<file path="config.mk">
export PLATFORM = sky130hd
export DESIGN_NAME = vid_event_irq_agg
export DESIGN_NICKNAME = d
export VERILOG_FILES = /design/src/rtl/vea_pkg.sv /design/src/rtl/vea_ctrl_regs.sv /design/src/rtl/vea_status_bank.sv /design/src/rtl/vea_irq_reduce.sv /design/src/rtl/vid_event_irq_agg.sv
export SDC_FILE = /design/constraint.sdc
export NUM_CORES = 1
export LEC_CHECK = 0
export BUFFER_PORTS_ARGS = -buffer_cell sky130_fd_sc_hd__buf_2
export CAP_MARGIN = 20
export CORE_ASPECT_RATIO = 1.25
export CORE_UTILIZATION = 34
export DETAILED_ROUTE_END_ITERATION = 16
export GPL_TIMING_DRIVEN = 1
export HOLD_SLACK_MARGIN = 0.03
export PLACE_DENSITY_LB_ADDON = 0.25
export SETUP_SLACK_MARGIN = 0.5
export SLEW_MARGIN = 20
export SYNTH_ARGS = -nofsm -noshare
export SYNTH_HDL_FRONTEND = slang
export SYNTH_SLANG_ARGS = --single-unit
</file>
<file path="constraint.sdc">
create_clock -name clk_i -period 1.7 [get_ports clk_i]
set_clock_uncertainty 0.15 [all_clocks]
set_input_delay 0.255 -clock clk_i [delete_from_list [all_inputs] [get_ports clk_i]]
set_output_delay 0.255 -clock clk_i [all_outputs]
set_load 0.03 [all_outputs]
</file>
<file path="src/rtl/vea_pkg.sv">
package vea_pkg;
    localparam int EVT_W  = 22;
    localparam int ADDR_W = 2;

    localparam logic [EVT_W-1:0] RSVD_BITS = (EVT_W'(1) << 5) | (EVT_W'(1) << 8);
    localparam logic [EVT_W-1:0] LIVE_BITS = ~RSVD_BITS;

    localparam logic [ADDR_W-1:0] SEL_STATUS = ADDR_W'(0);
    localparam logic [ADDR_W-1:0] SEL_MASK   = ADDR_W'(1);
    localparam logic [ADDR_W-1:0] SEL_CLEAR  = ADDR_W'(2);
endpackage

</file>
<file path="src/rtl/vea_ctrl_regs.sv">
module vea_ctrl_regs #(
    parameter int          W      = vea_pkg::EVT_W,
    parameter int          AW     = vea_pkg::ADDR_W,
    parameter logic [W-1:0] LIVE  = vea_pkg::LIVE_BITS
) (
    input  logic          clk_i,
    input  logic          rst_ni,
    input  logic          wr_i,
    input  logic [AW-1:0] addr_i,
    input  logic [W-1:0]  wdata_i,
    output logic [W-1:0]  mask_o,
    output logic [W-1:0]  clr_o,
    output logic [W-1:0]  clr_eff_o
);
    typedef struct packed {
        logic [W-1:0] mask;
        logic [W-1:0] clr;
    } ctrl_t;

    ctrl_t st_d, st_q;
    logic  hit_mask, hit_clr;

    always_comb begin
        st_d     = st_q;
        hit_mask = wr_i && (addr_i == vea_pkg::SEL_MASK);
        hit_clr  = wr_i && (addr_i == vea_pkg::SEL_CLEAR);
        if (hit_mask) st_d.mask = wdata_i & LIVE;
        if (hit_clr)  st_d.clr  = wdata_i & LIVE;
    end

    always_ff @(posedge clk_i) begin
        if (!rst_ni) begin
            st_q.mask <= LIVE;
            st_q.clr  <= '0;
        end else begin
            st_q <= st_d;
        end
    end

    assign mask_o    = st_q.mask;
    assign clr_o     = st_q.clr;
    assign clr_eff_o = st_d.clr;

    AST_MASK_WRITE: assert property (@(posedge clk_i) disable iff (!rst_ni)
        hit_mask |=> (mask_o == ($past(wdata_i) & LIVE)));
    AST_CLR_HELD: assert property (@(posedge clk_i) disable iff (!rst_ni)
        !hit_clr |=> $stable(clr_o));
    AST_MASK_HELD: assert property (@(posedge clk_i) disable iff (!rst_ni)
        !hit_mask |=> $stable(mask_o));
endmodule

</file>
<file path="src/rtl/vea_status_bank.sv">
module vea_status_bank #(
    parameter int           W    = vea_pkg::EVT_W,
    parameter logic [W-1:0] LIVE = vea_pkg::LIVE_BITS
) (
    input  logic         clk_i,
    input  logic         rst_ni,
    input  logic [W-1:0] evt_i,
    input  logic [W-1:0] clr_eff_i,
    output logic [W-1:0] status_o
);
    typedef struct packed {
        logic [W-1:0] pend;
    } stat_t;

    stat_t st_d, st_q;

    always_comb begin
        st_d      = st_q;
        st_d.pend = (st_q.pend | (evt_i & LIVE)) & ~clr_eff_i;
    end

    always_ff @(posedge clk_i) begin
        if (!rst_ni) st_q <= '0;
        else         st_q <= st_d;
    end

    assign status_o = st_q.pend;

    AST_CLEAR_WINS: assert property (@(posedge clk_i) disable iff (!rst_ni)
        (status_o & $past(clr_eff_i)) == '0);
    AST_STICKY: assert property (@(posedge clk_i) disable iff (!rst_ni)
        (($past(status_o) & ~$past(clr_eff_i)) & ~status_o) == '0);
    AST_NO_SPURIOUS: assert property (@(posedge clk_i) disable iff (!rst_ni)
        (status_o & ~$past(status_o) & ~$past(evt_i)) == '0);
    AST_RSVD_NEVER_SET: assert property (@(posedge clk_i) disable iff (!rst_ni)
        (status_o & ~LIVE) == '0);
endmodule

</file>
<file path="src/rtl/vea_irq_reduce.sv">
module vea_irq_reduce #(
    parameter int           W    = vea_pkg::EVT_W,
    parameter logic [W-1:0] LIVE = vea_pkg::LIVE_BITS
) (
    input  logic         clk_i,
    input  logic         rst_ni,
    input  logic [W-1:0] status_i,
    input  logic [W-1:0] mask_i,
    output logic         irq_o
);
    typedef struct packed {
        logic irq;
    } red_t;

    red_t st_d, st_q;

    always_comb begin
        st_d     = st_q;
        st_d.irq = |(status_i & ~mask_i & LIVE);
    end

    always_ff @(posedge clk_i) begin
        if (!rst_ni) st_q <= '0;
        else         st_q <= st_d;
    end

    assign irq_o = st_q.irq;

    AST_IRQ_QUIET: assert property (@(posedge clk_i) disable iff (!rst_ni)
        ($past(status_i & ~mask_i) == '0) |-> !irq_o);
    AST_IRQ_RAISE: assert property (@(posedge clk_i) disable iff (!rst_ni)
        ($past(status_i & ~mask_i) != '0) |-> irq_o);
endmodule

</file>
<file path="src/rtl/vid_event_irq_agg.sv">
module vid_event_irq_agg #(
    parameter int                   W    = vea_pkg::EVT_W,
    parameter int                   AW   = vea_pkg::ADDR_W,
    parameter logic [W-1:0]         LIVE = vea_pkg::LIVE_BITS
) (
    input  logic          clk_i,
    input  logic          rst_ni,
    input  logic [W-1:0]  evt_i,
    input  logic [AW-1:0] reg_addr_i,
    input  logic          reg_wr_i,
    input  logic [W-1:0]  reg_wdata_i,
    output logic [W-1:0]  reg_rdata_o,
    output logic          irq_o
);
    logic [W-1:0] mask_w, clr_w, clr_eff_w, status_w;

    vea_ctrl_regs #(.W(W), .AW(AW), .LIVE(LIVE)) u_ctrl (
        .clk_i     (clk_i),
        .rst_ni    (rst_ni),
        .wr_i      (reg_wr_i),
        .addr_i    (reg_addr_i),
        .wdata_i   (reg_wdata_i),
        .mask_o    (mask_w),
        .clr_o     (clr_w),
        .clr_eff_o (clr_eff_w)
    );

    vea_status_bank #(.W(W), .LIVE(LIVE)) u_status (
        .clk_i     (clk_i),
        .rst_ni    (rst_ni),
        .evt_i     (evt_i),
        .clr_eff_i (clr_eff_w),
        .status_o  (status_w)
    );

    vea_irq_reduce #(.W(W), .LIVE(LIVE)) u_reduce (
        .clk_i    (clk_i),
        .rst_ni   (rst_ni),
        .status_i (status_w),
        .mask_i   (mask_w),
        .irq_o    (irq_o)
    );

    always_comb begin
        unique case (reg_addr_i)
            vea_pkg::SEL_STATUS: reg_rdata_o = status_w;
            vea_pkg::SEL_MASK:   reg_rdata_o = mask_w;
            vea_pkg::SEL_CLEAR:  reg_rdata_o = clr_w;
            default:             reg_rdata_o = '0;
        endcase
    end

    AST_RSVD_READ_ZERO: assert property (@(posedge clk_i) disable iff (!rst_ni)
        (reg_rdata_o & ~LIVE) == '0);
    AST_SPARE_READ_ZERO: assert property (@(posedge clk_i) disable iff (!rst_ni)
        (reg_addr_i == AW'(3)) |-> (reg_rdata_o == '0));
endmodule

</file>
After elaboration in Yosys (flattened, before gate mapping). Cells that the tools add are included.

Equality and inequality tests: 2. Muxes and demuxes: 2. Bitwise operators: 5. Reduce and logical (&&, ||, !) cells: 4.

Operator list (number): $pmux W22 S3 (1); $and A22 B22 Y22 (2); $not A22 Y22 (2); $mux W22 (1); $or A22 B22 Y22 (1); $reduce_or A20 Y1 (1); $eq A2 B1 Y1 const B (1); $eq A2 B2 Y1 const B (1); $logic_and A1 B1 Y1 (2); $logic_not A2 Y1 (1).

Register bits: 65. Input port bits: 49. Output and inout bits: 23. Word-level logic and storage cells: 17.

Logic depth before layout (Yosys ltp).
Depth in word-level cells: 5. Depth in mapped cells: 7. Mapped depth without buffers: 4.

Hierarchy. From an unflattened synthesis, not the netlist that was laid out.

Cell total of the unflattened synthesis: 362. Area total of the unflattened synthesis: 3573.4 um2.

Modules (own cells, without submodules): vea_ctrl_regs (instances 1, cells an instance 212, area each 2068.2 um2, seq. area each 840.8 um2); vea_status_bank (instances 1, cells an instance 66, area each 805.8 um2, seq. area each 440.4 um2); vid_event_irq_agg (instances 1, cells an instance 52, area each 506.7 um2, seq. area each 0.0 um2); vea_irq_reduce (instances 1, cells an instance 32, area each 192.7 um2, seq. area each 20.0 um2).

Worst setup path before layout. Ideal clock, no wire load.

Path type: input to output. From: input reg_addr_i[0]. To: output reg_rdata_o[0]. Arrival time: 1.433 ns. Data required time: 1.295 ns. Slack: -0.138 ns. Stages on the path: 4. Buffers on the path: 2. Cell sequence: buf_4 buf_2 mux2i_1 o21ai_0.

Word-level cells in the longest chain between the ends: 2. Elaborated cells between the ends (all ways): 4. Those cells by class: eq/ne: 2; mux: 1; reduce/logical: 1.

Ends and longest elaborated chain: start: declaration (RTL line vid_event_irq_agg.sv:9) `input logic [AW-1:0] reg_addr_i,`; $eq A2 B2 Y1 (tied with other cells) (RTL line vid_event_irq_agg.sv:45) `unique case (reg_addr_i)`; $pmux W22 S3 (*) (RTL line vid_event_irq_agg.sv:45); end: declaration (RTL line vid_event_irq_agg.sv:12) `output logic [W-1:0] reg_rdata_o,`.

Every way passes the cells marked *; elsewhere a longest branch is shown, timed or not.

Final worst setup path.
From: register u_status.st_q (netlist bit u_status.status_o[20]). To: output reg_rdata_o[20].

Word-level cells in the longest chain between the ends: 1.

Ends and longest elaborated chain: start: declaration (RTL line vea_status_bank.sv:15) `stat_t st_d, st_q;`; start signal: assignment (RTL line vea_status_bank.sv:24) `else st_q <= st_d;`; $pmux W22 S3 (RTL line vid_event_irq_agg.sv:45).

No other way between the ends.

==> flow_summary_export.csv <==
group,metric,value,unit
timing,finalSetupTns,0,ns
cts,cts_sinks,65,
floorplanning,start_util,0.3523,
floorplanning,dieArea,8488,um^2
route,wl_per_cell,17.44,um
route,drt-total-wl,9764,um
logic_synthesis,synth-simple-area-share,0.1704,
route,drtIter0Drc,129,
cts,cts_buffer_depth,2,
timing,max_freq,657.1,MHz
finish,fin_cells,560,
worst_hold_path,worstHoldStart,"rst_ni",
timing,max_slew_margin,0.7198,
power_and_ir_drop,leakage,2.564,nW
critical_path,start_kind,"flip-flop",
critical_path,worstRegToRegCells,5,
timing,hold_violations,0,
critical_path,crit_chain,"mux2i_4 -> o21ai_4 -> buf_6",
timing,finalCritPeriodShare,0.8952,
worst_hold_path,hold_path_end,"u_ctrl.mask_o[12]$_SDFFE_PN1P_",
critical_path,crit_buf_inv,1,
cts,h-tree-depth,3,
logic_synthesis,syn_area_per_cell,8.966,um^2
timing,worst_slew_pin_slew,0.4203,ns
critical_path,worstReg2RegStart,"u_ctrl.mask_o[7]$_SDFFE_PN1P_",
logic_synthesis,ys_warn_count,0,
logic_synthesis,syn-num-nets,357,
finish,nets,510,
critical_path,r2r_slack,0.40,ns
logic_synthesis,synth.distinct_cells,24,
placed_design,dp_hpwl,5200,um
logic_synthesis,seq_area_frac_synth,0.4712,
worst_hold_path,hold_path_depth,2,
logic_synthesis,ys_seq_elements,65,
power_and_ir_drop,ir_drop,0.5514,mV
logic_synthesis,synthMuxAreaShare,0.1522,
placed_design,placed_cells,462,
finish,final_util,0.6873,
global_route,first_global_vias,2981,
cts,clockRootBuffer,"clkbuf_8",
logic_synthesis,synth_top_family_by_area,"simple AND/OR/NAND/NOR gates",
placed_design,port_buffers,67,
critical_path,cp.depth,3,
cts,clkSlewWorstSetupHoldPaths,0.07,ns
power_and_ir_drop,power_density,763.2,nW/um^2
power_and_ir_drop,sw_frac_of_total,0.2872,
logic_synthesis,syn_inst,308,
finish,register_area,1363,um^2
power_and_ir_drop,power_switching,1.181,mW
placed_design,gp_congestion,0.7984,
timing,fin_crit,1.522,ns
route,ant_nets,0,
route,drc_errors,0,
floorplanning,die_h,102.8,um
logic_synthesis,yosys.area_share.xor_xnor,0,
timing,setup_viol_count_final,0,
power_and_ir_drop,p_int,2.930,mW
outcome,status,"finished clean",
power_and_ir_drop,combPwrFrac,0.258,
critical_path,cp_slowest_cell,"dfxtp_4",
timing,rsz0062_at_grt,"yes",
job,maxCapViolations,0,
global_route,grt_usage,0.2376,
global_route,antenna_found_initial,0,
floorplanning,die_x,82.61,um
cts,clock_latency,0.35,ns
critical_path,arrival,1.12,ns
floorplanning,io_pins,72,
floorplanning,core,7838,um^2
route,viasPerCell,5.148,
route,vias,2883,
critical_path,end_kind,"output port",
critical_path,path_max_fanout,2,
critical_path,crit_path_max_incr_delay,0.36,ns
critical_path,worstPathRequired,1.29,ns
logic_synthesis,synth_compound_area_frac,0.1473,
finish,drive_gt1_frac,0.5978,
cts,cts_tree,"yes",
power_and_ir_drop,share_seq_of_total_power,0.417,
critical_path,r2r-end,"u_reduce.irq_o$_SDFF_PN0_",
logic_synthesis,synthAdderAreaFrac,0,
logic_synthesis,synth_area,2761,um^2
global_route,overflow,0,
finish,area_delta_synth_final,95.06,%
power_and_ir_drop,power_frac_clock,0.324,
finish,n_antenna_cell,0,
critical_path,setup.worst_path.class,"flip-flop to output port",
floorplanning,num_rows,36,
route,dr.pass1.iters,4,
timing,hold_ws,0.04139,ns
finish,fillers,569,
timing,final-max-slew-violation-count,0,
global_route,grt_pass1_wl,14470,um
cts,cts_buffers,9,
global_route,grt_max_degree,35,
worst_hold_path,hp-class,"input port to flip-flop",
finish,multi_input_area,2227,um^2
critical_path,cpLargestDelayFamily,"flip-flops",
per-stage QoR:
step | cell area (um^2) | power, mW | setup WS (ns)
after global routing | 5386 | 4.269 | 0.1344
after detailed placement | 3515 | 2.313 | 0.02718
after global placement | 3515 | 2.308 | 0.03913
final | 5386 | 4.111 | 0.1782
after floorplan | 3107 | 2.129 | 0.3681
after CTS | 5062 | 4.031 | 0.1797
power groups by stage:
stage | Sequential, mW | Combinational [mW] | Clock [mW]
2_1_floorplan | 1.69 | 0.438 | 0
3_3_place_gp | 1.70 | 0.608 | 0
3_5_place_dp | 1.70 | 0.610 | 0
4_1_cts | 1.70 | 0.972 | 1.36
5_1_grt | 1.72 | 1.12 | 1.42
6_report | 1.72 | 1.06 | 1.33
metal layers:
metal | GRT usage | vias to the layer above | wire length [um]
met5 | 0 | - | 0
met3 | 0.05575 | 26 | 474
met4 | 0.1313 | 0 | 315
met1 | 0.2643 | 1395 | 3739
met2 | 0.4126 | 89 | 5234
li1 | - | 1373 | -
layout make-up:
class	instances	area share
clock buffers	12	0.02880
clock inverters	3	0.007433
inverters	15	0.01045
multi-input cells	210	0.4135
flip-flops and latches	65	0.2530
well taps	95	0.02207
repair buffers	160	0.2648
sequential cells by signal, summed over array words and instances (netlist names):
| name | flops |
|---|---|
| u_ctrl.mask_o | 20 |
| u_reduce.irq_o | 1 |
| u_ctrl.clr_o | 22 |
| u_status.status_o | 22 |
layout by cell type, fill, tap and decap left out, drive strengths merged, types with 4 or more instances in the layout:
cell type and count:
buf 120, clkbuf 12, dfxtp 65, dlygate4sd3 40
inv 15, mux2i 42, nand2 63, nand2b 6
nand3 16, nor2 23, o211a 20, o211ai 4
o21ai 20, o22ai 4
synth_stat cells:
cell type / instances / area (um^2)
buf_4: 2 / 15.01
nand3_1: 16 / 80.08
o211ai_1: 4 / 30.03
o211a_1: 20 / 200.2
a31oi_1: 1 / 6.260
nor2_1: 23 / 86.33
buf_2: 4 / 20.02
dfxtp_1: 65 / 1301
or2_2: 1 / 6.260
clkbuf_1: 13 / 48.80
o22ai_1: 4 / 25.02
o2111ai_1: 2 / 17.52
a221oi_1: 2 / 17.52
buf_6: 2 / 22.52
nand2_2: 1 / 6.260
nand2b_1: 6 / 37.54
nand2_1: 59 / 221.5
a21oi_1: 2 / 10.01
inv_1: 15 / 56.30
and3_1: 2 / 12.51
o21ai_0: 20 / 100.1
nor4_1: 1 / 6.260
nor2b_4: 1 / 13.76
mux2i_1: 42 / 420.4
cell families after synthesis:
group	after synthesis
and+or+nand+nor	110
DFF	65
AOI/OAI and AO/OA	55
muxes	42
buffers and inverters	36
worst max-delay path by stage:
stage	start	endpoint	slack [ns]
after global routing	reg_addr_i[0]	reg_rdata_o[1]	0.13
after global placement	reg_addr_i[0]	reg_rdata_o[20]	0.04
after floorplan	reg_addr_i[0]	reg_rdata_o[0]	0.37
after CTS	u_ctrl.mask_o[16]$_SDFFE_PN1P_	reg_rdata_o[16]	0.18
after detailed placement	reg_addr_i[0]	u_status.status_o[6]$_SDFF_PN0_	0.03
final	u_status.status_o[20]$_SDFF_PN0_	reg_rdata_o[20]	0.18
what timing repair did:
action | in CTS | in global routing
gates resized for setup | 178 | 56
setup buffers | 38 | 1
pin swaps | 25 | 24
cloned | 3 | 1
hold buffers | 40 | 0
setup endpoints to repair | 64 | 56
endpoints found under the hold margin | 53 | 0
No activity file was read; power rests on OpenSTA's default activity.
